**src/rtl/dmc_pkg.sv**
```systemverilog
// Shared types for the direct-mapped write-through cache.
// Assumes: only the control state encoding is shared between modules.
package dmc_pkg;

    // Controller states: waiting for an access, fetching a block, writing a word
    typedef enum logic [1:0] {
        CS_IDLE  = 2'd0,
        CS_FILL  = 2'd1,
        CS_WRITE = 2'd2
    } ctrl_state_t;

endpackage

```
**src/rtl/dmc_lookup.sv**
```systemverilog
// Address decode and hit compare for one direct-mapped line.
// Splits the word address into tag, index and offset. Compares the tag with
// the indexed line and picks the addressed word from the line's block.
// Assumes: block words are packed with offset w at bits [w*DATA_W +: DATA_W].
module dmc_lookup #(
    parameter int unsigned DATA_W = 16,
    parameter int unsigned TAG_W  = 3,
    parameter int unsigned IDX_W  = 2,
    parameter int unsigned OFF_W  = 1
) (
    input  logic [TAG_W+IDX_W+OFF_W-1:0]    addr,
    input  logic                            line_valid,
    input  logic [TAG_W-1:0]                line_tag,
    input  logic [(1<<OFF_W)*DATA_W-1:0]    line_block,
    output logic [TAG_W-1:0]                tag,
    output logic [IDX_W-1:0]                idx,
    output logic [OFF_W-1:0]                off,
    output logic                            hit,
    output logic [DATA_W-1:0]               word
);

    localparam int unsigned ADDR_W = TAG_W + IDX_W + OFF_W;

    // Field extraction: tag on top, index in the middle, offset at the bottom
    always_comb begin
        tag = addr[ADDR_W-1 -: TAG_W];
        idx = addr[OFF_W +: IDX_W];
        off = addr[OFF_W-1:0];
    end

    // Hit needs both a valid line and a matching tag
    always_comb begin
        hit = line_valid && (line_tag == tag);
    end

    // Word select within the block by offset
    always_comb begin
        word = line_block[off*DATA_W +: DATA_W];
    end

endmodule

```
**src/rtl/dmc_store.sv**
```systemverilog
// Tag, valid and data storage for the direct-mapped lines.
// One read port by index. A whole-block fill port. A single-word write port.
// Flush clears every valid bit and overrides a fill in the same cycle.
// Assumes: fill and word write never address the store in the same cycle.
module dmc_store #(
    parameter int unsigned DATA_W = 16,
    parameter int unsigned TAG_W  = 3,
    parameter int unsigned IDX_W  = 2,
    parameter int unsigned OFF_W  = 1
) (
    input  logic                            clk,
    input  logic                            rst_n,
    input  logic                            flush,
    input  logic [IDX_W-1:0]                rd_idx,
    output logic                            rd_valid,
    output logic [TAG_W-1:0]                rd_tag,
    output logic [(1<<OFF_W)*DATA_W-1:0]    rd_block,
    input  logic                            fill_en,
    input  logic [IDX_W-1:0]                fill_idx,
    input  logic [TAG_W-1:0]                fill_tag,
    input  logic [(1<<OFF_W)*DATA_W-1:0]    fill_block,
    input  logic                            wr_en,
    input  logic [IDX_W-1:0]                wr_idx,
    input  logic [OFF_W-1:0]                wr_off,
    input  logic [DATA_W-1:0]               wr_data,
    output logic [(1<<IDX_W)-1:0]           valid_vec
);

    localparam int unsigned LINES = 1 << IDX_W;
    localparam int unsigned WORDS = 1 << OFF_W;
    localparam int unsigned BLK_W = WORDS * DATA_W;

    logic [LINES-1:0] valid_q;
    logic [TAG_W-1:0] tag_q  [LINES];
    logic [BLK_W-1:0] data_q [LINES];

    for (genvar g = 0; g < LINES; g++) begin : g_line
        logic sel_fill;
        logic sel_wr;

        // Line selection for the two write ports
        always_comb begin
            sel_fill = fill_en && (fill_idx == IDX_W'(g));
            sel_wr   = wr_en && (wr_idx == IDX_W'(g));
        end

        // Valid bit: cleared by reset and flush, set by a fill
        always_ff @(posedge clk) begin
            if (!rst_n) begin
                valid_q[g] <= 1'b0;
            end else if (flush) begin
                valid_q[g] <= 1'b0;
            end else if (sel_fill) begin
                valid_q[g] <= 1'b1;
            end
        end

        // Tag: loaded on fill only
        always_ff @(posedge clk) begin
            if (!rst_n) begin
                tag_q[g] <= '0;
            end else if (sel_fill) begin
                tag_q[g] <= fill_tag;
            end
        end

        // Data: whole block on fill, one word on a write
        always_ff @(posedge clk) begin
            if (!rst_n) begin
                data_q[g] <= '0;
            end else if (sel_fill) begin
                data_q[g] <= fill_block;
            end else if (sel_wr) begin
                for (int w = 0; w < WORDS; w++) begin
                    if (wr_off == OFF_W'(w)) begin
                        data_q[g][w*DATA_W +: DATA_W] <= wr_data;
                    end
                end
            end
        end
    end

    // Indexed read port
    always_comb begin
        rd_valid = valid_q[rd_idx];
        rd_tag   = tag_q[rd_idx];
        rd_block = data_q[rd_idx];
    end

    // Valid bits for observation
    always_comb begin
        valid_vec = valid_q;
    end

endmodule

```
**src/rtl/dmc_ctrl.sv**
```systemverilog
// Access controller for the write-through cache.
// Read hit: completes at once. Any miss: fetch the block, then re-evaluate.
// Write hit: word write to memory, updating the cache when memory acknowledges.
// Flush in the idle state blocks the access for that cycle.
// Assumes: the processor holds address, data and request until ready.
module dmc_ctrl (
    input  logic clk,
    input  logic rst_n,
    input  logic flush,
    input  logic acc_rd,
    input  logic acc_wr,
    input  logic hit,
    input  logic mem_rd_ack,
    input  logic mem_wr_ack,
    output logic mem_rd_req,
    output logic mem_wr_req,
    output logic fill_en,
    output logic word_wr_en,
    output logic cpu_ready
);

    import dmc_pkg::*;

    ctrl_state_t state_q;
    ctrl_state_t state_d;

    // Next-state selection
    always_comb begin
        state_d = state_q;
        unique case (state_q)
            CS_IDLE: begin
                if (!flush && acc_wr) begin
                    state_d = hit ? CS_WRITE : CS_FILL;
                end else if (!flush && acc_rd && !hit) begin
                    state_d = CS_FILL;
                end
            end
            CS_FILL: begin
                if (mem_rd_ack) state_d = CS_IDLE;
            end
            CS_WRITE: begin
                if (mem_wr_ack) state_d = CS_IDLE;
            end
            default: state_d = CS_IDLE;
        endcase
    end

    // State register
    always_ff @(posedge clk) begin
        if (!rst_n) begin
            state_q <= CS_IDLE;
        end else begin
            state_q <= state_d;
        end
    end

    // Memory requests, store strobes and processor handshake
    always_comb begin
        mem_rd_req = (state_q == CS_FILL);
        mem_wr_req = (state_q == CS_WRITE);
        fill_en    = (state_q == CS_FILL) && mem_rd_ack;
        word_wr_en = (state_q == CS_WRITE) && mem_wr_ack;
        cpu_ready  = ((state_q == CS_IDLE) && !flush && acc_rd && !acc_wr && hit)
                  || ((state_q == CS_WRITE) && mem_wr_ack && !flush);
    end

endmodule

```
**src/rtl/dmc_cache.sv**
```systemverilog
// Top of the direct-mapped write-through cache.
// Joins lookup, storage and controller. Exposes the processor port and the
// two memory channels (block read, word write).
// Assumes: cpu_rd and cpu_wr are not raised together; a write wins if they are.
module dmc_cache #(
    parameter int unsigned DATA_W = 16,
    parameter int unsigned TAG_W  = 3,
    parameter int unsigned IDX_W  = 2,
    parameter int unsigned OFF_W  = 1
) (
    input  logic                                clk,
    input  logic                                rst_n,
    input  logic [TAG_W+IDX_W+OFF_W-1:0]        cpu_addr,
    input  logic                                cpu_rd,
    input  logic                                cpu_wr,
    input  logic [DATA_W-1:0]                   cpu_wdata,
    input  logic                                cpu_flush,
    output logic [DATA_W-1:0]                   cpu_rdata,
    output logic                                cpu_ready,
    output logic                                mem_rd_req,
    output logic [TAG_W+IDX_W-1:0]              mem_rd_addr,
    input  logic                                mem_rd_ack,
    input  logic [(1<<OFF_W)*DATA_W-1:0]        mem_rd_data,
    output logic                                mem_wr_req,
    output logic [TAG_W+IDX_W+OFF_W-1:0]        mem_wr_addr,
    output logic [DATA_W-1:0]                   mem_wr_data,
    input  logic                                mem_wr_ack
);

    localparam int unsigned LINES = 1 << IDX_W;
    localparam int unsigned BLK_W = (1 << OFF_W) * DATA_W;

    logic [TAG_W-1:0]  a_tag;
    logic [IDX_W-1:0]  a_idx;
    logic [OFF_W-1:0]  a_off;
    logic              line_valid;
    logic [TAG_W-1:0]  line_tag;
    logic [BLK_W-1:0]  line_block;
    logic              hit;
    logic [DATA_W-1:0] hit_word;
    logic              fill_en;
    logic              word_wr_en;
    logic [LINES-1:0]  valid_vec;

    dmc_lookup #(
        .DATA_W(DATA_W), .TAG_W(TAG_W), .IDX_W(IDX_W), .OFF_W(OFF_W)
    ) u_lookup (
        .addr       (cpu_addr),
        .line_valid (line_valid),
        .line_tag   (line_tag),
        .line_block (line_block),
        .tag        (a_tag),
        .idx        (a_idx),
        .off        (a_off),
        .hit        (hit),
        .word       (hit_word)
    );

    dmc_store #(
        .DATA_W(DATA_W), .TAG_W(TAG_W), .IDX_W(IDX_W), .OFF_W(OFF_W)
    ) u_store (
        .clk        (clk),
        .rst_n      (rst_n),
        .flush      (cpu_flush),
        .rd_idx     (a_idx),
        .rd_valid   (line_valid),
        .rd_tag     (line_tag),
        .rd_block   (line_block),
        .fill_en    (fill_en),
        .fill_idx   (a_idx),
        .fill_tag   (a_tag),
        .fill_block (mem_rd_data),
        .wr_en      (word_wr_en),
        .wr_idx     (a_idx),
        .wr_off     (a_off),
        .wr_data    (cpu_wdata),
        .valid_vec  (valid_vec)
    );

    dmc_ctrl u_ctrl (
        .clk        (clk),
        .rst_n      (rst_n),
        .flush      (cpu_flush),
        .acc_rd     (cpu_rd),
        .acc_wr     (cpu_wr),
        .hit        (hit),
        .mem_rd_ack (mem_rd_ack),
        .mem_wr_ack (mem_wr_ack),
        .mem_rd_req (mem_rd_req),
        .mem_wr_req (mem_wr_req),
        .fill_en    (fill_en),
        .word_wr_en (word_wr_en),
        .cpu_ready  (cpu_ready)
    );

    // Memory-side addresses and data come straight from the held access
    always_comb begin
        mem_rd_addr = {a_tag, a_idx};
        mem_wr_addr = cpu_addr;
        mem_wr_data = cpu_wdata;
        cpu_rdata   = hit_word;
    end

endmodule

```
**config.mk**
```make
export PLATFORM = sky130hd
export DESIGN_NAME = dmc_cache
export DESIGN_NICKNAME = d
export VERILOG_FILES = /design/src/rtl/dmc_pkg.sv /design/src/rtl/dmc_lookup.sv /design/src/rtl/dmc_store.sv /design/src/rtl/dmc_ctrl.sv /design/src/rtl/dmc_cache.sv
export SDC_FILE = /design/constraint.sdc
export NUM_CORES = 1
export LEC_CHECK = 0
export ABC_AREA = 1
export BUFFER_PORTS_ARGS = -buffer_cell sky130_fd_sc_hd__buf_2
export CAP_MARGIN = 10
export CORE_ASPECT_RATIO = 1.75
export CORE_MARGIN = 1
export CORE_UTILIZATION = 54
export DETAILED_ROUTE_END_ITERATION = 7
export GPL_TIMING_DRIVEN = 1
export PLACE_DENSITY_LB_ADDON = 0.3
export SYNTH_ARGS = -nofsm -noshare
export SYNTH_HDL_FRONTEND = slang
export SYNTH_SLANG_ARGS = --single-unit
```
**constraint.sdc**
```tcl
create_clock -name clk -period 2.37 [get_ports clk]
set_input_delay 0.1185 -clock clk [delete_from_list [all_inputs] [get_ports clk]]
set_output_delay 0.1185 -clock clk [all_outputs]
set_load 0.05 [all_outputs]
```
Word level (Yosys, flattened, before mapping)
Memories as Yosys holds them, arrays and structs flattened. Cells that the tools add are included.

Memory bits (writable): 140. Memories kept: 2. Input bits: 61. Register bits after elaboration: 6. Logic and storage cells: 133.

Memories: u_store.data_q (depth 4, bits a word 32, read ports 1, clocked after Yosys merged registers in 0, wr ports 4, RTL line dmc_store.sv:35) `logic [BLK_W-1:0] data_q [LINES];`; u_store.tag_q (depth 4, bits a word 3, read ports 1, clocked after Yosys merged registers in 0, wr ports 4, RTL line dmc_store.sv:34) `logic [TAG_W-1:0] tag_q [LINES];`.

Reduce and logical (&&, ||, !) cells: 27. Bitwise logic cells: 17. Shift operators: 1. Magnitude comparators: 1. Equal/unequal tests: 9. Mux-type cells: 71.

Operators by type and width (number): two-way mux 16 bit (8); two-way mux 32 bit (4); two-way mux 1 bit (48); variable part select 32 x 6 -> 16 bit (1); logical AND 1 bit (19); OR 1 bit (16); two-way mux 3 bit (4); two-way mux 2 bit (5); equality test 2 bit, second input constant (3); case mux 2 bit (3 select lines) (1); equality test 2 x 1 -> 1 bit, second input constant (2); logical NOT 2 bit (2); inequality test 2 x 1 -> 1 bit, second input constant (2); equality test 3 bit (1); logical NOT 1 bit (3); < comparator 2 x 3 -> 1 bit, second input constant (1); inequality test 3 x 1 -> 1 bit, second input constant (1); AND reduction 3 bit (1); binary-select mux 1 bit (select 2 bit) (1); OR reduction 2 bit (1); logical OR 1 bit (1); NOT 1 bit (1).

Depth between registers and ports, before layout
Depth in word-level cells: 8. Gate-level depth with buffers: 14. Gate-level depth less buffers: 14.

Cells and area by module
A second synthesis with hierarchy kept.

Cells, all modules: 984. Area total of the unflattened synthesis: 8167.8 um^2.

By module, submodules not included: dmc_store (instances 1, area each 7459.7 um^2, sequential area each 4284.1 um^2, cells each 857); dmc_lookup (instances 1, area each 360.3 um^2, sequential area each 0.0 um^2, cells each 74); dmc_ctrl (instances 1, area each 182.7 um^2, sequential area each 40.0 um^2, cells each 31); dmc_cache (instances 1, area each 165.2 um^2, sequential area each 0.0 um^2, cells each 22).

Worst setup path before layout
Ideal clock, no wire load.

Kind: flip-flop to flip-flop. Start point: register u_ctrl.state_q[0]. End point: memory u_store.data_q[3][0] in the netlist's numbering, enable pin. Setup slack: 88 ps. Cell stages (with the launch flop): 9. Setup time: 362 ps. Data arrival time: 1920 ps. Clock period less this slack: 2282 ps. Path through: dfxtp_1 -> inv_1 -> nor2_2 -> nand2_2 -> nor2_2 -> nor2_2 -> nand3_2 -> buf_4 -> nand2_1.

RTL lines: start, declared (RTL line dmc_ctrl.sv:24) `ctrl_state_t state_q;`; start signal, assigned (RTL line dmc_ctrl.sv:53) `state_q <= state_d;`; end, declared (RTL line dmc_store.sv:35).

Worst setup path after layout
Start point: memory u_store.tag_q[2][2]. End point: output port cpu_ready.

Cells in the longest elaborated chain, start to end: 5.

RTL lines: start, declared (RTL line dmc_store.sv:34); memory (4 x 3 bit); equality test 3 bit (RTL line dmc_lookup.sv:33) `hit = line_valid && (line_tag == tag);`; logical AND 1 bit (RTL line dmc_lookup.sv:33); logical AND 1 bit (RTL line dmc_ctrl.sv:63) `cpu_ready = ((state_q == CS_IDLE) && !flush && acc_rd && !acc_wr && hit)`; logical OR 1 bit (RTL line dmc_ctrl.sv:64) `|| ((state_q == CS_WRITE) && mem_wr_ack && !flush);`; end, declared (RTL line dmc_cache.sv:19) `output logic cpu_ready,`.

Every way passes these cells.

==> summary.md <==
| Metric | Value |
|---|---|
| Clock root cell | clkbuf_16 |
| Syn nets | 738 |
| Ant diodes | 0 |
| Number of I/O pins | 107 |
| Max Cap Violations | 0 |
| Cell Rows | 55 |
| Post-Route WL | 21300 um |
| DRT Pass-1 Iters | 6 |
| Initial antenna violation count | 0 |
| Chip width | 88.7 um |
| Hold_ws | 0.0596 ns |
| First-pass GRT wire length | 31400 um |
| Pre-CTS WS | 0.357 ns |
| Unrepaired setup endpoints after global routing | no |
| CTS tree | built |
| Commonest cells after routing, fill and taps aside | edfxtp_1 (140), o22ai_1 (127), nand2_1 (114) |
| Largest stage delay, worst path | 0.39 ns |
| Num CTS Buffers | 17 |
| Final setup violation count | 0 |
| Hpwl dp | 13800 um |
| Cell mode on critical path | nand2_1 |
| Pin count of the biggest net entering global routing | 36 |
| Delay-heaviest family, CP | simple AND/OR/NAND/NOR gates |
| Post-synthesis xor/xnor area fraction | 0 |
| Crit path launch type | register |
| Final Skew | 0.00511 ns |
| Vias per Instance | 6.38 |
| Post-synthesis adder-cell area fraction | 0 |
| WL per Instance | 22.4 um |
| Worst-path fanout max | 3 |
| Number of synthesized register bits | 146 |
| Post-synthesis mux area share | 0 |
| Fmax | 469 MHz |
| Total negative slack | 0 ns |
| Starting Density | 0.552 |
| # hold bufs at CTS | 0 |
| Cell area power density | 752 nW/um2 |
| Post-Synth Simple-Gate Area | 0.130 |
| Share of layout cells above drive strength 1 | 0.240 |
| CTS sink cnt | 146 |
| Slowest CP cell | edfxtp_1 |
| Core area | 12900 um2 |
| Largest family of logic cells by synthesized area | compound AO/OA/AOI/OAI gates |
| # Post-CTS Setup Buffers | 0 |
| Crit-path cells | nand2_1, nand2_1, nand2_1, nand2_1, nand2_1, nand2_1, nor2_2, nand2_1, o22ai_1, buf_2 |
| Worst path required time | 2.25 ns |
| Sequential area share after synthesis | 0.609 |
| Clock-pin slew on the worst setup and hold paths | 0.06 ns |
| Yosys warning count | 0 |
| Final Wtd Congestion | 0.923 |
| Via count | 6053 |
| Post-Synthesis Cell Area | 7100 um2 |
| GRT Util Overall | 0.325 |
| Syn Area/Cell | 10.5 um2 |
| Worst-Skew Late Latency | 0.42 ns |
| Remaining antenna violation count | 0 |
| Worst EP arrival | 2.01 ns |
| Synth Area in Compound Gates | 0.167 |
| Most common cell after layout, fill and taps aside | edfxtp_1 |
| Endpoints failing hold | 0 |
| Post-CTS sizing | 0 |
| Post-Syn Instances | 677 |
| Layout area overhead | 16.4% |
| Die H | 154 um |
| Vias in the first global route | 5922 |
| Residual DRC | 0 |
| Critical path type | reg -> out |
| Worst-Margin Slew | 0.536 ns |
| Setup crit end kind | output pin |
| Nets | 826 |
| Relative slew slack | 0.642 |
| Minimum clock period | 2.13 ns |
| WP buf/inv | 1 |
| Port Buffers | 106 |
| Leak Pwr | 0.00333 uW |
| H-tree depth | 4 |
| GRT overflow | 0 |
| Clock Path Buffers | 2 |
| Netlist cell types | 25 |
| Fin crit share | 0.899 |
| Hold Path Class | in -> reg |
| Max Slew Vio Count | 0 |
| Outcome | finished clean |
| Die Area | 13600 um2 |
| Iteration-0 DRC Markers | 754 |
| Max IR drop VDD | 0.521 mV |
| Setup ws final | 0.239 ns |
## Yosys cell counts (all sizes together)
| cell | n | area (um2) |
|---|---|---|
| edfxtp | 140 | 4200 |
| o22ai | 127 | 795 |
| nand2 | 120 | 465 |
| inv | 70 | 263 |
| buf | 54 | 362 |
| nor2 | 54 | 228 |
| a22oi | 32 | 240 |
| nand3 | 20 | 120 |
| a31oi | 16 | 100 |
| nand4 | 16 | 100 |
| clkbuf | 12 | 45.0 |
| dfxtp | 6 | 120 |
| a211oi | 3 | 22.5 |
| a21oi | 2 | 10.0 |
| o21ai | 2 | 10.0 |
| nor3 | 1 | 5.00 |
| o31ai | 1 | 7.51 |
| or2 | 1 | 6.26 |
## state kept, by name, indices dropped and copies added (netlist names)
name / count
u_ctrl.state_q: 2
u_store.tag_q: 12
u_store.data_q: 128
u_store.valid_vec: 4
## routing by layer
| layer | share of wire | routed length, um | track usage | vias to the layer above |
|---|---|---|---|---|
| met5 | 0 | 0 | 0 | - |
| met4 | 0.076 | 1620 | 0.243 | 0 |
| met3 | 0.090 | 1910 | 0.0719 | 98 |
| met2 | 0.51 | 10800 | 0.542 | 451 |
| met1 | 0.32 | 6900 | 0.350 | 2847 |
| li1 | - | - | - | 2657 |
## report_power, final
group	switching (uW)	total (uW)	internal, uW	leakage, uW
Combinational	580	768	188	0.00157
Sequential	36.1	2980	2940	0.00149
Clock	1030	2470	1440	0.000260
Total	1640	6220	4570	0.00333
## through the flow
stage,power (uW),util,cell area [um2],cells
5_1_grt,6350,0.643,8270,949
3_5_place_dp,3780,0.600,7720,917
4_1_cts,6200,0.643,8270,949
3_3_place_gp,3760,0.600,7720,917
2_1_floorplan,3530,-,7100,677
6_report,6220,0.643,8270,949
## area by class of cell
class / instances / area, um2
tap: 171 / 214
fill: 1013 / 4600
clock inverter: 12 / 111
multi-input combinational: 395 / 2110
timing repair buffer: 135 / 811
inverter: 70 / 263
sequential: 146 / 4320
clock buffer: 20 / 437
## cell families after synthesis
kind of cell	after synthesis
AOI/OAI and AO/OA	183
buffers and inverters	136
and+or+nand+nor	212
DFF	146
## path summary, 6_finish.rpt
check                                          start  cells after the start               endpoint  slack [ns]
worst min register to register  u_store.valid_vec[3]                      2   u_store.valid_vec[3]        0.48
worst max register to register     u_ctrl.state_q[0]                      7  u_store.data_q[2][22]        0.36
worst max-delay path             u_store.tag_q[2][2]                     10              cpu_ready        0.24
worst min-delay path                       cpu_flush                      3   u_store.valid_vec[3]        0.06
## worst register-to-register path, stage by stage (launching register included)
cell and delay, ns:
dfxtp_1 0.41, inv_1 0.10, nor2_2 0.13, nand2_2 0.15, nor2_2 0.20, nand2_1 0.36
buf_12 0.32, o22ai_1 0.18
Note: power is estimated with default switching activity, not from simulation.
